--- src/rtl/lrb_pkg.sv ---
package lrb_pkg;
    // what a stage does at the next edge
    typedef enum logic [1:0] {
        SEL_HOLD = 2'd0,
        SEL_PREV = 2'd1,
        SEL_IN   = 2'd2,
        SEL_CLR  = 2'd3
    } stage_sel_e;
endpackage

--- src/rtl/lrb_locgen.sv ---
module lrb_locgen #(
    parameter int          M    = 8,
    parameter logic [M:0]  POLY = 9'h11D,
    parameter int          PW   = 8
) (
    input  logic          clk,
    input  logic          rst_n,
    input  logic          clr,
    input  logic          step,
    output logic [M-1:0]  loc,
    output logic [PW-1:0] pos
);
    typedef struct packed {
        logic [M-1:0]  loc;
        logic [PW-1:0] pos;
    } gen_t;

    localparam logic [M-1:0] ONE = M'(1);

    gen_t st_d, st_q;

    always_comb begin
        st_d = st_q;
        if (clr) begin
            st_d.loc = ONE;
            st_d.pos = '0;
        end else if (step) begin
            // constant multiply by alpha: shift, reduce on overflow
            st_d.loc = {st_q.loc[M-2:0], 1'b0} ^ (st_q.loc[M-1] ? POLY[M-1:0] : '0);
            st_d.pos = st_q.pos + PW'(1);
        end
    end

    always_ff @(posedge clk or negedge rst_n) begin
        if (!rst_n) begin
            st_q.loc <= ONE;
            st_q.pos <= '0;
        end else begin
            st_q <= st_d;
        end
    end

    assign loc = st_q.loc;
    assign pos = st_q.pos;
endmodule

--- src/rtl/lrb_stage.sv ---
module lrb_stage
    import lrb_pkg::*;
#(
    parameter int MW    = 6,
    parameter int M     = 8,
    parameter int PW    = 8,
    parameter bit FIRST = 1'b0
) (
    input  logic          clk,
    input  logic          rst_n,
    input  logic          clr,
    input  logic          take,
    input  logic [MW-1:0] prev_mag,
    input  logic [M-1:0]  prev_loc,
    input  logic [PW-1:0] prev_pos,
    input  logic [MW-1:0] in_mag,
    input  logic [M-1:0]  in_loc,
    input  logic [PW-1:0] in_pos,
    output logic [MW-1:0] mag,
    output logic [M-1:0]  loc,
    output logic [PW-1:0] pos
);
    typedef struct packed {
        logic [MW-1:0] mag;
        logic [M-1:0]  loc;
        logic [PW-1:0] pos;
    } ent_t;

    localparam logic [MW-1:0] MAG_MAX = '1;

    ent_t       ent_d, ent_q;
    stage_sel_e sel;
    logic       beats_prev, beats_self;

    always_comb begin
        beats_prev = FIRST ? 1'b0 : (in_mag < prev_mag);
        beats_self = in_mag < ent_q.mag;
        if (clr)                    sel = SEL_CLR;
        else if (!take)             sel = SEL_HOLD;
        else if (beats_prev)        sel = SEL_PREV;
        else if (beats_self)        sel = SEL_IN;
        else                        sel = SEL_HOLD;

        ent_d = ent_q;
        unique case (sel)
            SEL_CLR:  ent_d = '{mag: MAG_MAX, loc: '0, pos: '0};
            SEL_PREV: ent_d = '{mag: prev_mag, loc: prev_loc, pos: prev_pos};
            SEL_IN:   ent_d = '{mag: in_mag, loc: in_loc, pos: in_pos};
            default:  ent_d = ent_q;
        endcase
    end

    always_ff @(posedge clk or negedge rst_n) begin
        if (!rst_n) ent_q <= '{mag: MAG_MAX, loc: '0, pos: '0};
        else        ent_q <= ent_d;
    end

    assign mag = ent_q.mag;
    assign loc = ent_q.loc;
    assign pos = ent_q.pos;
endmodule

--- src/rtl/lrb_eval.sv ---
module lrb_eval #(
    parameter int         M      = 8,
    parameter logic [M:0] POLY   = 9'h11D,
    parameter int         NMAX   = 255,
    parameter int         DELTA  = 4,
    parameter int         SOFT_W = 7,
    localparam int        MW     = SOFT_W - 1,
    localparam int        PW     = $clog2(NMAX + 1)
) (
    input  logic                  clk,
    input  logic                  rst_n,
    input  logic                  start_i,
    input  logic                  valid_i,
    input  logic                  last_i,
    input  logic [SOFT_W-1:0]     soft_i,
    output logic                  hard_o,
    output logic                  done_o,
    output logic [DELTA*MW-1:0]   mag_o,
    output logic [DELTA*M-1:0]    loc_o,
    output logic [DELTA*PW-1:0]   pos_o
);
    logic          accept;
    logic [MW-1:0] in_mag;
    logic [M-1:0]  cur_loc;
    logic [PW-1:0] cur_pos;

    logic [MW-1:0] smag [DELTA];
    logic [M-1:0]  sloc [DELTA];
    logic [PW-1:0] spos [DELTA];

    logic done_d, done_q;

    assign accept = valid_i && !start_i;
    assign in_mag = soft_i[MW-1:0];
    assign hard_o = ~soft_i[SOFT_W-1];

    lrb_locgen #(.M(M), .POLY(POLY), .PW(PW)) u_locgen (
        .clk   (clk),
        .rst_n (rst_n),
        .clr   (start_i),
        .step  (accept),
        .loc   (cur_loc),
        .pos   (cur_pos)
    );

    for (genvar k = 0; k < DELTA; k++) begin : g_stage
        localparam int PK = (k == 0) ? 0 : k - 1;
        lrb_stage #(.MW(MW), .M(M), .PW(PW), .FIRST(k == 0)) u_stage (
            .clk      (clk),
            .rst_n    (rst_n),
            .clr      (start_i),
            .take     (accept),
            .prev_mag (smag[PK]),
            .prev_loc (sloc[PK]),
            .prev_pos (spos[PK]),
            .in_mag   (in_mag),
            .in_loc   (cur_loc),
            .in_pos   (cur_pos),
            .mag      (smag[k]),
            .loc      (sloc[k]),
            .pos      (spos[k])
        );
        assign mag_o[k*MW +: MW] = smag[k];
        assign loc_o[k*M  +: M ] = sloc[k];
        assign pos_o[k*PW +: PW] = spos[k];
    end

    always_comb begin
        done_d = accept && last_i;
    end

    always_ff @(posedge clk or negedge rst_n) begin
        if (!rst_n) done_q <= 1'b0;
        else        done_q <= done_d;
    end

    assign done_o = done_q;
endmodule

--- config.mk ---
export PLATFORM = sky130hd
export DESIGN_NAME = lrb_eval
export DESIGN_NICKNAME = d
export VERILOG_FILES = /design/src/rtl/lrb_pkg.sv /design/src/rtl/lrb_locgen.sv /design/src/rtl/lrb_stage.sv /design/src/rtl/lrb_eval.sv
export SDC_FILE = /design/constraint.sdc
export NUM_CORES = 1
export LEC_CHECK = 0
export BUFFER_PORTS_ARGS = -buffer_cell sky130_fd_sc_hd__clkbuf_2
export CORE_UTILIZATION = 25
export CTS_CLUSTER_SIZE = 25
export DETAILED_ROUTE_END_ITERATION = 12
export GPL_TIMING_DRIVEN = 0
export PLACE_DENSITY = 0.49
export SYNTH_ARGS = -nofsm -noshare
export SYNTH_HDL_FRONTEND = slang
export SYNTH_SLANG_ARGS = --single-unit
--- constraint.sdc ---
create_clock -name clk -period 6.5 [get_ports clk]
set_input_delay 1.3 -clock clk [delete_from_list [all_inputs] [get_ports clk]]
set_output_delay 1.3 -clock clk [all_outputs]
set_load 0.01 [all_outputs]
==> impl_metrics.env, run 1 <==
export IMPL_routed_wl_um=16190
export IMPL_fmax_mhz=240.9
export IMPL_swShare_pct=33.30
export IMPL_synth_fp_nets=580
export IMPL_setup_viol=0
export IMPL_clkLatencyLatePin_ns=0.35
export IMPL_viasPerCell=4.698
export IMPL_path_cells="clkbuf_2 -> ha_1 -> and4_1 -> clkbuf_1 -> a21o_4 -> buf_6 -> nor2b_1 -> ha_1 -> clkbuf_1 -> or2_2 -> clkbuf_1 -> clkbuf_1 -> o21ai_0"
export IMPL_p_comb_share_pct=25.1
export IMPL_layout_nets=691
export IMPL_ys_ff_latch=105
export IMPL_place_congestion=0.7426
export IMPL_yosysSeqAreaShare_pct=48.58
export IMPL_ys_top_cells_by_area="dfrtp_1 37%, dfstp_2 12%, ha_1 6.9%, a22oi_1 6.6%, o21ai_0 4.8%"
export IMPL_post_cts_buffers=0
export IMPL_wire_per_inst_um=17.43
export IMPL_synthArstFlopShare_pct=100.0
export IMPL_post_synth_top_area_fraction_pct=36.58
export IMPL_antenna_found_initial=0
export IMPL_fin_tns_setup_ns=0
export IMPL_ios=102
export IMPL_syn_to_final_growth_pct=20.83
export IMPL_dp_hpwl_um=12530
export IMPL_grt_max_degree=106
export IMPL_yosys_area_top_type="dfrtp_1"
export IMPL_r2r_setup_slack_ns=2.91
export IMPL_slew_limit_headroom_pct=41.51
export IMPL_rr_startpoint="g_stage[0].u_stage.mag[5]"
export IMPL_clockPowerShare_pct=30.5
export IMPL_synth_edf_count=0
export IMPL_hold_depth=2
export IMPL_synth_compound_area_share_pct=21.93
export IMPL_htree_levels=3
export IMPL_status="completed"
export IMPL_path_class="in2reg"
export IMPL_fin_crit_sh_pct=63.86
export IMPL_die_w_um=150.0
export IMPL_synth_xor_area_share_pct=1.600
export IMPL_path_buf_inv=6
export IMPL_vias=4364
export IMPL_crit_start="soft_i[5]"
export IMPL_grt_pass1_wl_um=25270
export IMPL_ys_warn_count=0
export IMPL_end_kind="flip-flop"
export IMPL_whs_ns=0.4902
export IMPL_ir_worst_vdd_v=0.0001184
export IMPL_p_int_uw=1185
export IMPL_slowest_stage="clkbuf_1"
export IMPL_layout_commonest_cell="clkbuf_2"
export IMPL_finalMaxSlewViolations=0
export IMPL_rsz0062_at_grt="false"
export IMPL_cts_clk_slew_worst_paths_ns=0.08
export IMPL_synth_top_family_by_area="compound AO/OA/AOI/OAI gates"
export IMPL_crit_family="buffers and inverters"
export IMPL_portBuffers=100
export IMPL_cpMostUsedCell="clkbuf_1"
export IMPL_ys_types=37
export IMPL_cts_tree="done"
export IMPL_synth_ff_type="dfrtp_1"
export IMPL_hold_end="g_stage[3].u_stage.pos[0]"
export IMPL_clock_sinks=105
export IMPL_worstRegToRegCells=13
export IMPL_hp_start="g_stage[3].u_stage.pos[0]"
export IMPL_placementRows=53
export IMPL_synthAdderAreaFrac_pct=6.859
export IMPL_first_pass_iters=4
export IMPL_overflow=0
export IMPL_p_leak_uw=0.003099
export IMPL_drc_errors=0
export IMPL_cts_hold_buffers=0
export IMPL_critPathLaunchType="input pin"
export IMPL_num_antenna_cells=0
export IMPL_hold_violations=0
export IMPL_max_stage_delay_ns=0.36
export IMPL_muxShareOfSynthArea_pct=5.624
export IMPL_p_switching_uw=591.5
export IMPL_syn_inst=538
export IMPL_grt_pass1_vias=4287
export IMPL_cts_buffers=9
export IMPL_drive_above_1_share_pct=26.15
export IMPL_cts_path_max_buffers=2
export IMPL_cts_resized=0
export IMPL_mostFrequentLayoutCells="99 x clkbuf_2, 80 x dfrtp_1, 52 x o21ai_0"
export IMPL_fp_dieArea_um2=22490
export IMPL_r2r_end="g_stage[1].u_stage.loc[3]"
export IMPL_synthSimpleGateAreaFrac_pct=10.47
export IMPL_worst_pin_slew_ns=0.8773
export IMPL_syn_area_um2=5473
export IMPL_antenna_left=0
export IMPL_cp_max_fo=10
export IMPL_fin_util_pct=31.16
export IMPL_sequentialPowerShare_pct=44.4
export IMPL_hp_class="reg2reg"
export IMPL_die_h_um=150.0
export IMPL_track_usage_pct=14.81
export IMPL_critPathArrivalTime_ns=4.37
export IMPL_cts_root_buffer_cell="clkbuf_16"
export IMPL_syn_avg_cell_area_um2=10.17
export IMPL_power_density_nw_per_um2=268.6
export IMPL_start_util_pct=25.79
export IMPL_fin_skew_ns=0.009279
export IMPL_core_area_um2=21220
export IMPL_drv_cap=0
export IMPL_first_iter_violations=226
export IMPL_fin_crit_ns=4.151
export IMPL_critPathRequiredTime_ns=6.72
-- per-layer routing --
layer | track usage (%) | vias up | part of all wire (%)
li1 | - | 2161 | -
met1 | 19.91 | 2126 | 48
met2 | 24.03 | 73 | 46
met3 | 3.689 | 4 | 5.2
met4 | 2.879 | 0 | 0.37
met5 | 0 | - | 0
-- power by group through the flow --
stage	combinational [uW]	sequential [uW]	clock, uW
finish	445	789	542
global route	505	798	578
CTS	455	791	553
detailed placement	453	803	0
global placement	450	803	0
floorplan	272	811	0
-- layout make-up --
type	instances	area [um2]
Clock buffer	10	239.0
Clock inverter	6	47.55
Multi-Input combinational cell	368	2544
Timing Repair Buffer	100	509.2
Fill cell	2241	14610
Buffer	43	187.7
Sequential cell	105	2659
Inverter	22	82.58
Tap cell	275	344.1
-- how the worst max path moves through the flow --
stage | to | slack, ns | cells past startpoint
final | g_stage[1].u_stage.loc[3] | 2.35 | 13
after global routing | g_stage[1].u_stage.loc[3] | 1.91 | 13
after CTS | g_stage[1].u_stage.loc[3] | 2.31 | 13
after detailed placement | g_stage[1].u_stage.loc[3] | 1.94 | 13
after global placement | g_stage[1].u_stage.loc[3] | 1.96 | 13
after floorplan | g_stage[1].u_stage.loc[1] | 2.76 | 11
-- stage by stage --
| stage | setup slack (ns) | total power, uW | instances | area (um2) |
|---|---|---|---|---|
| after floorplan | 2.761 | 1083 | 538 | 5473 |
| after global placement | 1.963 | 1253 | 913 | 6317 |
| after detailed placement | 1.942 | 1257 | 913 | 6326 |
| after CTS | 2.309 | 1799 | 929 | 6613 |
| after global routing | 1.908 | 1882 | 929 | 6613 |
| final | 2.349 | 1776 | 929 | 6613 |
-- registers in the layout, summed over array words and instances (netlist names) --
name	cells
done_o	1
g_stage.u_stage.loc	32
g_stage.u_stage.mag	24
g_stage.u_stage.pos	32
u_locgen.loc	8
u_locgen.pos	8
-- logic make-up (layout without fill, tap and decap cells) --
kind of cell,after synthesis,count (layout)
muxes,24,24
xor gates and xnor gates,10,10
buffers and inverters,65,181
DFF,105,105
and+or+nand+nor,126,126
AOI/OAI and AO/OA,178,178
adders and majority gates,30,30
-- worst reg2reg max path, delay by kind of cell (launching register included) --
kind | cells | cell delay (ns)
simple gates | 3 | 0.56
buf+inv | 6 | 1.47
fa+ha+maj | 2 | 0.44
flops | 1 | 0.58
compound gates | 2 | 0.40
-- synth_stat cells, types with 12 or more instances --
library cell  instances
inv_1                22
clkbuf_1             35
nand2_1              49
o21ai_0              52
dfrtp_1              80
dfstp_2              25
nor2b_1              17
a22oi_1              48
ha_1                 30
a221o_1              18
mux2_4               12
nor2_1               38
a21oi_1              25
No activity file was read; power rests on OpenSTA's default activity.
==> run 2: changes to the inputs <==
--- a/config.mk
+++ b/config.mk
@@ -5,12 +5,13 @@
 export SDC_FILE = /design/constraint.sdc
 export NUM_CORES = 1
 export LEC_CHECK = 0
+export ABC_AREA = 1
 export BUFFER_PORTS_ARGS = -buffer_cell sky130_fd_sc_hd__clkbuf_2
 export CORE_UTILIZATION = 25
 export CTS_CLUSTER_SIZE = 25
 export DETAILED_ROUTE_END_ITERATION = 12
 export GPL_TIMING_DRIVEN = 0
-export PLACE_DENSITY = 0.49
+export PLACE_DENSITY = 0.51
 export SYNTH_ARGS = -nofsm -noshare
 export SYNTH_HDL_FRONTEND = slang
 export SYNTH_SLANG_ARGS = --single-unit
==> constraint.sdc (replaced) <==
create_clock -name clk -period 3.7 [get_ports clk]
set_input_delay 0.74 -clock clk [delete_from_list [all_inputs] [get_ports clk]]
set_output_delay 0.74 -clock clk [all_outputs]
set_load 0.01 [all_outputs]
==> run 2 against run 1 <==
Net effect:
- the flow now finishes with violations (DRC)
- design area increased by 2.5%
- clock power rose by 72%
- non-clock buffer count decreased by 8
- clock skew rose by 0.0018 ns
- power increased by 95%
- final cell count up 18%
- core utilization decreased by 0.31 points
- register-to-register slack worse by 2.2 ns
- wire length up 3.1%
- first-iteration DRC count rose by 44%
- via count increased by 11%
- critical path depth did not move
- critical path type is now reg2reg
- largest cell class unchanged
==> impl_metrics.env, run 2 <==
export IMPL_p_comb_share_pct=31.3
export IMPL_ir_worst_vdd_v=0.0002036
export IMPL_fmax_mhz=336.9
export IMPL_power_density_nw_per_um2=512.2
export IMPL_syn_area_um2=5637
export IMPL_clock_sinks=105
export IMPL_sequentialPowerShare_pct=41.9
export IMPL_fin_crit_ns=2.968
export IMPL_drc_errors=7
export IMPL_hp_class="in2async"
export IMPL_slew_limit_headroom_pct=39.87
export IMPL_path_class="reg2reg"
export IMPL_ys_types=31
export IMPL_cp_max_fo=10
export IMPL_synthArstFlopShare_pct=100.0
export IMPL_track_usage_pct=15.11
export IMPL_end_kind="flip-flop"
export IMPL_synth_fp_nets=741
export IMPL_synth_ff_type="dfrtp_1"
export IMPL_cts_tree="done"
export IMPL_seqCellArea_um2=2659
export IMPL_p_leak_uw=0.003313
export IMPL_critPathRequiredTime_ns=3.91
export IMPL_die_w_um=152.2
export IMPL_viasPerCell=4.444
export IMPL_layout_commonest_cell="inv_1"
export IMPL_placementRows=54
export IMPL_start_util_pct=25.67
export IMPL_fin_skew_ns=0.01113
export IMPL_ys_warn_count=0
export IMPL_p_switching_uw=1275
export IMPL_portBuffers=100
export IMPL_ys_top_cells_by_area="dfrtp_1 36%, o22ai_1 12%, dfstp_2 12%, inv_1 11%, nand2_1 8.5%"
export IMPL_finalMaxSlewViolations=0
export IMPL_wire_per_inst_um=15.26
export IMPL_ios=102
export IMPL_yosys_area_top_type="dfrtp_1"
export IMPL_status="complete, but fails checks"
export IMPL_swShare_pct=36.73
export IMPL_fin_tns_setup_ns=0
export IMPL_dp_hpwl_um=13280
export IMPL_post_cts_buffers=0
export IMPL_setup_viol=0
export IMPL_design_area_um2=6775
export IMPL_fin_crit_sh_pct=80.22
export IMPL_core_area_um2=21960
export IMPL_drv_cap=0
export IMPL_routed_wl_um=16700
export IMPL_hold_violations=0
export IMPL_syn_to_final_growth_pct=20.20
export IMPL_p_int_uw=2196
export IMPL_violations="DRC"
export IMPL_cts_buffers=9
export IMPL_layout_nets=852
export IMPL_cts_hold_buffers=0
export IMPL_critPathLaunchType="flip-flop"
export IMPL_grt_pass1_wl_um=27490
export IMPL_fp_dieArea_um2=23150
export IMPL_die_h_um=152.2
export IMPL_vias=4862
export IMPL_cts_root_buffer_cell="clkbuf_16"
export IMPL_syn_inst=699
export IMPL_num_antenna_cells=0
export IMPL_post_synth_top_area_fraction_pct=35.52
export IMPL_synth_edf_count=0
export IMPL_cts_clk_slew_worst_paths_ns=0.07
export IMPL_cts_path_max_buffers=2
export IMPL_place_area_um2=6496
export IMPL_first_pass_iters=8
export IMPL_overflow=0
export IMPL_multi_input_area_um2=2171
export IMPL_htree_levels=3
export IMPL_mostFrequentLayoutCells="168 x inv_1, 127 x nand2_1, 107 x o22ai_1"
export IMPL_antenna_left=0
export IMPL_critPathArrivalTime_ns=3.18
export IMPL_synth_commonest_cells="168 x inv_1, 127 x nand2_1, 107 x o22ai_1"
export IMPL_yosysMostFrequentCell="inv_1"
export IMPL_worst_pin_slew_ns=0.9020
export IMPL_ys_ff_latch=105
export IMPL_placed_cells=1079
export IMPL_grt_max_degree=106
export IMPL_antenna_found_initial=0
export IMPL_syn_avg_cell_area_um2=8.064
export IMPL_fillers=2391
export IMPL_cts_resized=0
export IMPL_yosysSeqAreaShare_pct=47.17
export IMPL_rsz0062_at_grt="false"
export IMPL_drive_above_1_share_pct=20.52
export IMPL_clkLatencyLatePin_ns=0.35
export IMPL_grt_pass1_vias=4954
export IMPL_fin_cells=1094
export IMPL_clockPowerShare_pct=26.8
export IMPL_first_iter_violations=326
export IMPL_place_congestion=0.8077
run 2: changes by cell type after synthesis, sizes merged, moves of 12 or more:
cell	change
a21oi	-19
a221o	-18
a22oi	-47
clkbuf	-14
inv	+151
mux2	-18
nand2	+82
nand3	+25
nor2	-18
nor2b	-17
o21ai	-12
o22ai	+107
run 2: stage by stage:
stage	power, uW	utilization, %	setup WS [ns]	hold slack, ns
after CTS	3511	30.85	0.6816	0.4752
after detailed placement	2579	29.58	0.3525	0.4597
after global routing	3708	30.85	0.4443	0.4911
final	3471	30.85	0.7318	0.4809
after global placement	2567	29.54	0.2720	0.4531
after floorplan	2180	-	0.8932	0.4444
run 2: area by class of cell:
type | instances | share of cell area [%]
Sequential cell | 105 | 39.24
Multi-Input combinational cell | 386 | 32.04
Inverter | 173 | 9.621
Timing Repair Buffer | 100 | 7.516
Tap cell | 280 | 5.171
Clock buffer | 10 | 3.527
Buffer | 35 | 2.290
Clock inverter | 5 | 0.5910
run 2: power groups by stage:
stage	combinational, uW	clock (uW)	sequential, uW
after floorplan	684	0	1500
after global placement	1090	0	1480
after detailed placement	1100	0	1480
after CTS	1100	949	1460
after global routing	1250	988	1470
final	1090	932	1450
run 2: layer usage:
metal | track usage [%] | part of all wire (%) | vias to the layer above
met5 | 0 | 0 | -
met4 | 5.005 | 1.6 | 0
met3 | 3.072 | 4.8 | 20
met2 | 24.86 | 46 | 89
met1 | 19.77 | 48 | 2257
li1 | - | - | 2496
run 2: cell families (layout without fill, tap and decap cells):
logic type / after synthesis / after routing / share of synthesized area [%]
compound gates: 158 / 158 / 16.74
flops: 105 / 105 / 47.17
buf+inv: 208 / 323 / 14.32
fa+ha+maj: 30 / 30 / 6.659
simple gates: 197 / 197 / 14.96
xor+xnor: 1 / 1 / 0.1554
run 2: final timing paths:
| check | startpoint | end | slack (ns) | depth (start not counted) |
|---|---|---|---|---|
| setup / recovery | g_stage[0].u_stage.mag[5] | g_stage[1].u_stage.loc[2] | 0.73 | 13 |
| hold / removal | rst_n | g_stage[1].u_stage.loc[0] | 0.48 | 1 |
| setup reg to reg | g_stage[0].u_stage.mag[5] | g_stage[1].u_stage.loc[2] | 0.73 | 13 |
| hold reg to reg | g_stage[3].u_stage.pos[7] | g_stage[3].u_stage.pos[7] | 0.48 | 2 |
| max in group asynchronous | rst_n | g_stage[0].u_stage.pos[5] | 2.58 | 1 |
| min in group clk | g_stage[3].u_stage.pos[7] | g_stage[3].u_stage.pos[7] | 0.48 | 2 |
run 2: worst max-delay path, stage by stage (launching register included):
cell      delay (ns)
dfstp_2         0.56
inv_1           0.06
ha_1            0.29
nand2_1         0.07
nand2_1         0.08
a21oi_4         0.24
nand3_4         0.16
nand2_2         0.18
inv_1           0.09
ha_1            0.28
or2_2           0.09
clkbuf_1        0.18
buf_1           0.39
o22ai_1         0.15
